**config.mk**
```make
export PLATFORM = sky130hd
export DESIGN_NAME = victim_sel
export DESIGN_NICKNAME = d
export VERILOG_FILES = /design/src/rtl/vs_pkg.sv /design/src/rtl/vs_age_order.sv /design/src/rtl/vs_lfsr.sv /design/src/rtl/victim_sel.sv
export SDC_FILE = /design/constraint.sdc
export NUM_CORES = 1
export LEC_CHECK = 0
export BUFFER_PORTS_ARGS = -buffer_cell sky130_fd_sc_hd__buf_4
export CAP_MARGIN = 20
export CORE_MARGIN = 4
export CORE_UTILIZATION = 40
export CTS_BUF_LIST = sky130_fd_sc_hd__clkbuf_8
export CTS_CLUSTER_DIAMETER = 30
export DETAILED_ROUTE_END_ITERATION = 10
export HOLD_SLACK_MARGIN = 0.15
export PLACE_DENSITY = 0.6
export RECOVER_POWER = 50
export SLEW_MARGIN = 10
export SYNTH_ARGS = -nofsm -noshare
export SYNTH_HDL_FRONTEND = slang
export SYNTH_SLANG_ARGS = --single-unit
```
**constraint.sdc**
```tcl
create_clock -name clk -period 23.6 [get_ports clk]
set_input_delay 1.18 -clock clk [delete_from_list [all_inputs] [get_ports clk]]
set_output_delay 1.18 -clock clk [all_outputs]
set_load 0.02 [all_outputs]
```
**src/rtl/vs_pkg.sv**
```systemverilog
package vs_pkg;
  typedef enum logic [1:0] {
    POL_LRU  = 2'd0,
    POL_RAND = 2'd1,
    POL_NMRU = 2'd2,
    POL_FIFO = 2'd3
  } vs_policy_e;
endpackage

```
**src/rtl/vs_age_order.sv**
```systemverilog
// Per-set age matrix: bit [s][i][j] set means way i was touched after way j.
module vs_age_order #(
  parameter int WAYS = 4,
  parameter int SETS = 16,
  localparam int WAY_W = $clog2(WAYS),
  localparam int SET_W = $clog2(SETS)
) (
  input  logic             clk,
  input  logic             rst_n,
  input  logic             touch_en,
  input  logic [SET_W-1:0] touch_set,
  input  logic [WAY_W-1:0] touch_way,
  input  logic [SET_W-1:0] rd_set,
  output logic [WAY_W-1:0] oldest_o
);
  logic [SETS-1:0][WAYS-1:0][WAYS-1:0] mat_q, mat_d;

  always_comb begin
    mat_d = mat_q;
    if (touch_en) begin
      for (int i = 0; i < WAYS; i++) mat_d[touch_set][i][touch_way] = 1'b0;
      mat_d[touch_set][touch_way] = ~(WAYS'(1) << touch_way);
    end
  end

  always_ff @(posedge clk or negedge rst_n) begin
    if (!rst_n)        mat_q <= '0;
    else if (touch_en) mat_q <= mat_d;
  end

  // The oldest way has an all-zero row; ties resolve to the lowest index.
  always_comb begin
    oldest_o = '0;
    for (int i = WAYS - 1; i >= 0; i--)
      if (mat_q[rd_set][i] == '0) oldest_o = WAY_W'(i);
  end
endmodule

```
**src/rtl/vs_lfsr.sv**
```systemverilog
module vs_lfsr #(
  parameter int          OUT_W = 2,
  parameter logic [15:0] SEED  = 16'hACE1
) (
  input  logic             clk,
  input  logic             rst_n,
  input  logic             en,
  output logic [OUT_W-1:0] rnd_o
);
  logic [15:0] st_q, st_d;

  always_comb st_d = {st_q[14:0], st_q[15] ^ st_q[13] ^ st_q[12] ^ st_q[10]};

  always_ff @(posedge clk or negedge rst_n) begin
    if (!rst_n)  st_q <= SEED;
    else if (en) st_q <= st_d;
  end

  assign rnd_o = st_q[OUT_W-1:0];
endmodule

```
**src/rtl/victim_sel.sv**
```systemverilog
module victim_sel
  import vs_pkg::*;
#(
  parameter int WAYS = 4,
  parameter int SETS = 16,
  localparam int WAY_W = $clog2(WAYS),
  localparam int SET_W = $clog2(SETS)
) (
  input  logic             clk,
  input  logic             rst_n,
  input  logic [SET_W-1:0] set_i,
  input  logic             req_i,
  input  logic [WAYS-1:0]  valid_i,
  input  logic [1:0]       policy_i,
  input  logic             hit_i,
  input  logic [WAY_W-1:0] hit_way_i,
  input  logic             fill_i,
  input  logic [WAY_W-1:0] fill_way_i,
  output logic [WAY_W-1:0] victim_o,
  output logic             victim_vld_o
);
  logic rst_meta_q, rst_sync_n;

  always_ff @(posedge clk or negedge rst_n) begin
    if (!rst_n) {rst_sync_n, rst_meta_q} <= 2'b00;
    else        {rst_sync_n, rst_meta_q} <= {rst_meta_q, 1'b1};
  end

  logic             use_en;
  logic [WAY_W-1:0] use_way;
  logic [WAY_W-1:0] lru_way, fifo_way, rnd_way, mru_rd;

  assign use_en  = fill_i | hit_i;
  assign use_way = fill_i ? fill_way_i : hit_way_i;

  vs_age_order #(.WAYS(WAYS), .SETS(SETS)) u_use_order (
    .clk(clk), .rst_n(rst_sync_n), .touch_en(use_en), .touch_set(set_i),
    .touch_way(use_way), .rd_set(set_i), .oldest_o(lru_way)
  );

  vs_age_order #(.WAYS(WAYS), .SETS(SETS)) u_fill_order (
    .clk(clk), .rst_n(rst_sync_n), .touch_en(fill_i), .touch_set(set_i),
    .touch_way(fill_way_i), .rd_set(set_i), .oldest_o(fifo_way)
  );

  vs_lfsr #(.OUT_W(WAY_W), .SEED(16'hACE1)) u_lfsr (
    .clk(clk), .rst_n(rst_sync_n), .en(req_i), .rnd_o(rnd_way)
  );

  logic [SETS-1:0][WAY_W-1:0] mru_q, mru_d;

  always_comb begin
    mru_d = mru_q;
    if (use_en) mru_d[set_i] = use_way;
  end

  always_ff @(posedge clk or negedge rst_sync_n) begin
    if (!rst_sync_n)  mru_q <= '0;
    else if (use_en)  mru_q <= mru_d;
  end

  assign mru_rd = mru_q[set_i];

  logic             inv_any;
  logic [WAY_W-1:0] inv_way, nmru_way, pick_way;

  always_comb begin
    inv_any = 1'b0;
    inv_way = '0;
    for (int i = WAYS - 1; i >= 0; i--)
      if (!valid_i[i]) begin
        inv_any = 1'b1;
        inv_way = WAY_W'(i);
      end
    nmru_way = (rnd_way == mru_rd) ? (rnd_way ^ WAY_W'(1)) : rnd_way;
    case (vs_policy_e'(policy_i))
      POL_LRU:  pick_way = lru_way;
      POL_RAND: pick_way = rnd_way;
      POL_NMRU: pick_way = nmru_way;
      default:  pick_way = fifo_way;
    endcase
    if (inv_any) pick_way = inv_way;
  end

  logic [WAY_W-1:0] victim_q, victim_d;
  logic             vld_q;

  assign victim_d = req_i ? pick_way : victim_q;

  always_ff @(posedge clk or negedge rst_sync_n) begin
    if (!rst_sync_n) begin
      victim_q <= '0;
      vld_q    <= 1'b0;
    end else begin
      victim_q <= victim_d;
      vld_q    <= req_i;
    end
  end

  assign victim_o     = victim_q;
  assign victim_vld_o = vld_q;
endmodule

```
======== Word-level counts from Yosys, hierarchy flattened ========
Index checks and enable logic that the tools add are counted.
word-level totals
  output and inout bits ................... 3
  flip-flop bits (word level) ............. 565
  input port bits ......................... 19
cells by class
  muxes and demuxes ....................... 59
  order comparisons ....................... 6
  eq/ne operators ......................... 3
  reductions and logical operators ........ 12
  bitwise logic cells ..................... 23
  shift-type cells ........................ 2
operators by type and width
  kind                 count
  $and 256x256->256    8
  $not 256->256        8
  $demux 16 s4         10
  $bwmux 256           2
  $bmux 16 s4          2
  $mux 16              6
  $bwmux 32            1
  $logic_not 4->1      8
  $mux 2               16
  $mux 12              2
  $demux 4 s2          2
  $mux 4               4
  $mux 8               2
  $bmux 2 s4           1
  $demux 2 s4          1
  $not 4->4            2
  $shl 1x2->4 const A  2
  $mux 1               7
  $lt 2x3->1 const B   2
  $pmux 2 s3           1
  $lt 4x5->1 const B   1
  $demux 1 s2          2
  $ge 2x1->1 const B   2
  $ge 4x1->1 const B   1
  8 further kinds      12

======== Longest topological paths before layout ========
  depth in word-level cells ............... 13
  mapped depth ............................ 10
  depth with buffers taken out ............ 7

======== By module ========
From an unflattened synthesis, not the netlist that was laid out.
unflattened totals
  cell total of the unflattened synthesis .. 2095
  area, all modules ....................... 21944.8 um^2
by module, submodules not included
  module                        cells an instance  instances  seq. area each (um^2)  area an instance (um^2)
  vs_age_order at u_use_order   956                1          6406.1                 9731.8
  vs_age_order at u_fill_order  946                1          6406.1                 9613.0
  victim_sel                    153                1          925.9                  1909.3
  vs_lfsr                       40                 1          410.4                  690.7

======== Least setup slack after synthesis ========
No wires, ideal clock.
  kind .................................... input-to-reg
  start ................................... in set_i[0]
  end ..................................... reg victim_q[0], in the netlist victim_o[0]
  required time ........................... 23.460 ns
  stages on the path ...................... 8
  arrival time ............................ 2.558 ns
  library setup time ...................... 0.140 ns
  slack ................................... 20.901 ns
  buffers on the path ..................... 1
  cells stage by stage .................... buf_6 mux4_2 mux2i_1 nor2_1 a21oi_2 xor2_1 mux2i_1 o221ai_1
between the ends
  longest elaborated chain between the ends .. 9
ends and longest elaborated chain
  item                           RTL line            RTL
  start, declared                victim_sel.sv:11    input logic [SET_W-1:0] set_i,
  $bmux 16 s4                    vs_age_order.sv:35  if (mat_q[rd_set][i] == '0) oldest_o = WAY_W'(i);
  $mux 16 (not written as such)  vs_age_order.sv:35
  $logic_not 4->1                vs_age_order.sv:35
  $mux 2 (4 in series)           vs_age_order.sv:35
  $pmux 2 s3 (*)                 victim_sel.sv:76    case (vs_policy_e'(policy_i))
  $mux 2 (*)                     victim_sel.sv:82    if (inv_any) pick_way = inv_way;
  end signal, assigned           victim_sel.sv:95    victim_q <= victim_d;
  end, declared                  victim_sel.sv:85    logic [WAY_W-1:0] victim_q, victim_d;
Mark *: on every way between the ends. The rest lies on a longest branch, timed or not. The select of a mux whose other input is x is not followed.
A chain may end at the register's enable or synchronous reset.

==> impl.org <==
** Synthesis
- Most frequently used flop master after synthesis :: sky130_fd_sc_hd__dfrtp_1
- In the synthesized netlist, the number of instances is approximately 2300.
- Fraction of registers with async set or reset after synthesis :: 100%
- Proportion of synthesized chip area in sequential cells :: a little over three fifths
- Mean instance size in the synthesized netlist :: between 10 and 15 um2
- Summed over its instances, the top area cell type makes up between 60% and 70% of the synthesized netlist area.
- By count the netlist is led by sky130_fd_sc_hd__nand2_1 (621), sky130_fd_sc_hd__dfrtp_1 (557), sky130_fd_sc_hd__nor2_1 (245).
- Post-synth net total :: 2270
- The synthesized design spends more area on one cell type than any other, namely sky130_fd_sc_hd__dfrtp_1.
- Area contributors post-synth :: sky130_fd_sc_hd__dfrtp_1 (62%), sky130_fd_sc_hd__nand2_1 (10%), sky130_fd_sc_hd__nor2_1 (4.1%)
- In this run, distinct cell masters in the synthesized netlist total between 60 and 70.
- Mapped Area :: 22500 um2
- Synthesis warning total :: 0
- In this run, synthesis inferred 0 flip-flops with an integrated enable.
- Synthesis inferred around 570 register bits.
- In the post-synthesis netlist, the cell with the most instances is sky130_fd_sc_hd__nand2_1.

** Critical path
- Worst Setup End Kind :: asynchronous set/reset pin
- Counting both buffers and inverters, the worst setup path holds a total of 3.
- By instance count, the cell type seen most on the critical path is sky130_fd_sc_hd__clkbuf_1.
- For the worst setup path, the data required time is 23.59 ns.
- Highest-delay cell along the critical path :: sky130_fd_sc_hd__clkbuf_1
- CP cell instances :: clkbuf_1 > clkbuf_1 > clkbuf_1
- In this design, the largest share of critical-path delay is due to buffers and inverters.
- Slowest Stage Delay on Critical Path :: between 2 and 3 ns
- STA classifies the critical path startpoint as a register.
- Type of the worst setup path :: reg2async
- At the worst endpoint, the arrival time is about 8.7 ns.
- Along the worst path, the maximum fanout reaches 76.

** Placement
- HPWL after detailed placement :: around 40000 um
- GPL Wtd Cong :: 0.876
- The count of buffers added on input and output ports is 21.

** Global routing
- The first global-routing pass estimated slightly below 100000 um of wire.
- The initial antenna violation count was 0.
- All-Layer GR Usage :: between 20% and 30%
- Entering global routing, the biggest net connects about 190 pins.
- Grt total ovfl :: 0
- Via count of the first global-routing pass :: ~17000

** Clock network
- Number of instances resized during post-cts repair :: 0
- CTS built an H-tree with a depth of 3.
- Cts-stage hold buffer count :: 0
- Number of buffers created by CTS :: 118
- Maximum number of buffers from clock root to sink :: 3
- TritonCTS built the clock tree.
- Clock slew at the register clock pins of the worst setup and hold paths :: about 0.050 ns
- The clock drives around 570 sinks.
- The later pin in the worst-skew pair is clocked with a latency of 0.71 ns.
- Post-CTS timing repair inserted 0 buffers for setup.
- The tree is rooted in a sky130_fd_sc_hd__clkbuf_8.

** Layout
- Antenna Diode Count :: 0
- Relative to the synthesized area, the layout overhead comes to 16.7%.
- Post-Route Utilization :: around 47%
- Fraction of final layout cells with drive strength greater than 1 :: 12.1%
- Final-stage net count :: between 2000 and 2500

** Route
- WL met2 :: roughly 28000 um
- Count of nets left with antenna violations after detail routing :: 0
- Detailed routing placed a total of ~3900 um of wire on met3.
- In the final routing, the length of wire on met1 measures around 28000 um.
- Mean number of vias per cell :: 5.40
- Initial DRC Count :: 1521
- Uppermost layer routed :: met4
- Vias after detailed routing :: 17184
- In the final routed layout, each cell accounts on average for slightly below 20 um.
- Drt total wl :: slightly above 60000 um
- Remaining routing DRC violations :: 0
- Number of detailed-route iterations in the first pass :: 5

** Timing
- Setup violations remaining at the end of the flow were counted as 0.
- The final max-slew violation count was roughly 330.
- Post-route clock skew :: around 0.024 ns
- Final Hold Violating Endpoints :: 0
- Measured against its own limit, the worst slew margin works out to -164%.
- The smallest clock period supported by the final layout is computed as between 8 and 9 ns.
- Setup repair after global routing left no endpoint under its margin.
- Final cycle utilization of the critical path :: between 30 and 40%
- Aggregate negative setup slack :: 0 ns
- At the pin with the least slew margin, the transition time is 3.96 ns.
- Max Clk Rate :: around 120 MHz

** Floorplan
- The die is 245 um wide.
- Ports :: 22
- Measured along the y axis, the die boundary spans between 200 and 250 um.
- Number of cell rows :: 86
- The floorplan step defined a die boundary enclosing approximately 60000 um2.
- CORE AREA :: about 55000 um2
- For this configuration, the core starts out at a cell density of 40.7%.

** Worst hold path
- The min-delay analysis places its worst path in the category in2async.

** Run
- Number of max-capacitance violations reported :: 5

** Pwr
- VDD sags by at most slightly below 60 uV.
- Leakage :: approximately 13 nW
- Dividing total power by cell area gives a power density of 106 nW/um2.

** Status
- Violated checks :: max-capacitance violations, max-slew violations
- Result of the run :: complete, but fails checks
## worst paths after layout
path / startpoint / to / slack, ns / cells after the start
setup / recovery: rst_sync_n$_DFF_PN0_ / u_use_order.mat_q[161]$_DFFE_PN0N_ / 14.93 / 3
max in group clk: set_i[1] / register / 17.44 / 7
min in group clk: rst_meta_q$_DFF_PN0_ / rst_sync_n$_DFF_PN0_ / 0.35 / 0
hold reg to reg: rst_meta_q$_DFF_PN0_ / rst_sync_n$_DFF_PN0_ / 0.35 / 0
hold / removal: rst_n / rst_meta_q$_DFF_PN0_ / 0.26 / 1
setup reg to reg: rst_sync_n$_DFF_PN0_ / u_use_order.mat_q[161]$_DFFE_PN0N_ / 14.93 / 3
## layout by cell type (no fill, tap or decap), drive strengths merged, types with 6 or more instances in the layout
cell / synthesis / routed
nand2: 621 / 621
dfrtp: 557 / 557
nor2: 264 / 264
clkbuf: 42 / 160
a21oi: 151 / 151
o21ai: 106 / 106
nor4: 103 / 103
and2: 68 / 68
a21boi: 47 / 47
buf: 50 / 35
nor3: 28 / 28
inv: 4 / 27
clkinv: 0 / 25
nor2b: 21 / 21
bufinv: 0 / 20
mux2: 16 / 16
o22ai: 14 / 14
o21a: 14 / 14
nand3: 12 / 12
a22oi: 11 / 11
clkinvlp: 0 / 11
a221oi: 9 / 9
mux4: 8 / 8
dfstp: 8 / 8
mux2i: 8 / 8
or4: 7 / 7
o41ai: 6 / 6
o221ai: 6 / 6
o32ai: 6 / 6
## power breakdown
group	switching [mW]	internal, mW
logic	0.208	0.129
registers	0.0904	1.13
clock network	0.452	0.776
total	0.750	2.03
## cells by family after synthesis
logic type      share of synthesized area (%)
flops                                    62.8
other cells                            0.0166
mux                                      1.95
simple gates                             22.2
compound gates                           10.8
xor+xnor                                0.155
buf+inv                                  2.02
## per-stage QoR
step	hold slack [ns]	power (mW)	instances	cell area, um2	setup slack (ns)
final	0.264	2.78	3181	26300	14.93
after global routing	0.223	2.92	3181	26300	13.00
after CTS	0.194	2.81	3178	26400	20.03
after detailed placement	0.341	1.57	2955	23500	19.26
after global placement	0.339	1.56	2954	23400	19.32
after floorplan	0.331	1.45	2251	22500	6.70
## layout make-up
cell class	count	area (um2)
Sequential cell	565	14100
Timing Repair Buffer	51	350
Inverter	4	15.0
Fill cell	5082	29100
Tap cell	748	936
Clock inverter	79	920
Multi-Input combinational cell	1590	7950
Clock buffer	144	1980
## metal layers
layer	vias up	GRT usage (%)
li1	7875	-
met1	8613	29.1
met2	556	32.1
met3	140	4.32
met4	0	8.06
met5	-	0
(Power assumes the default switching activity.)
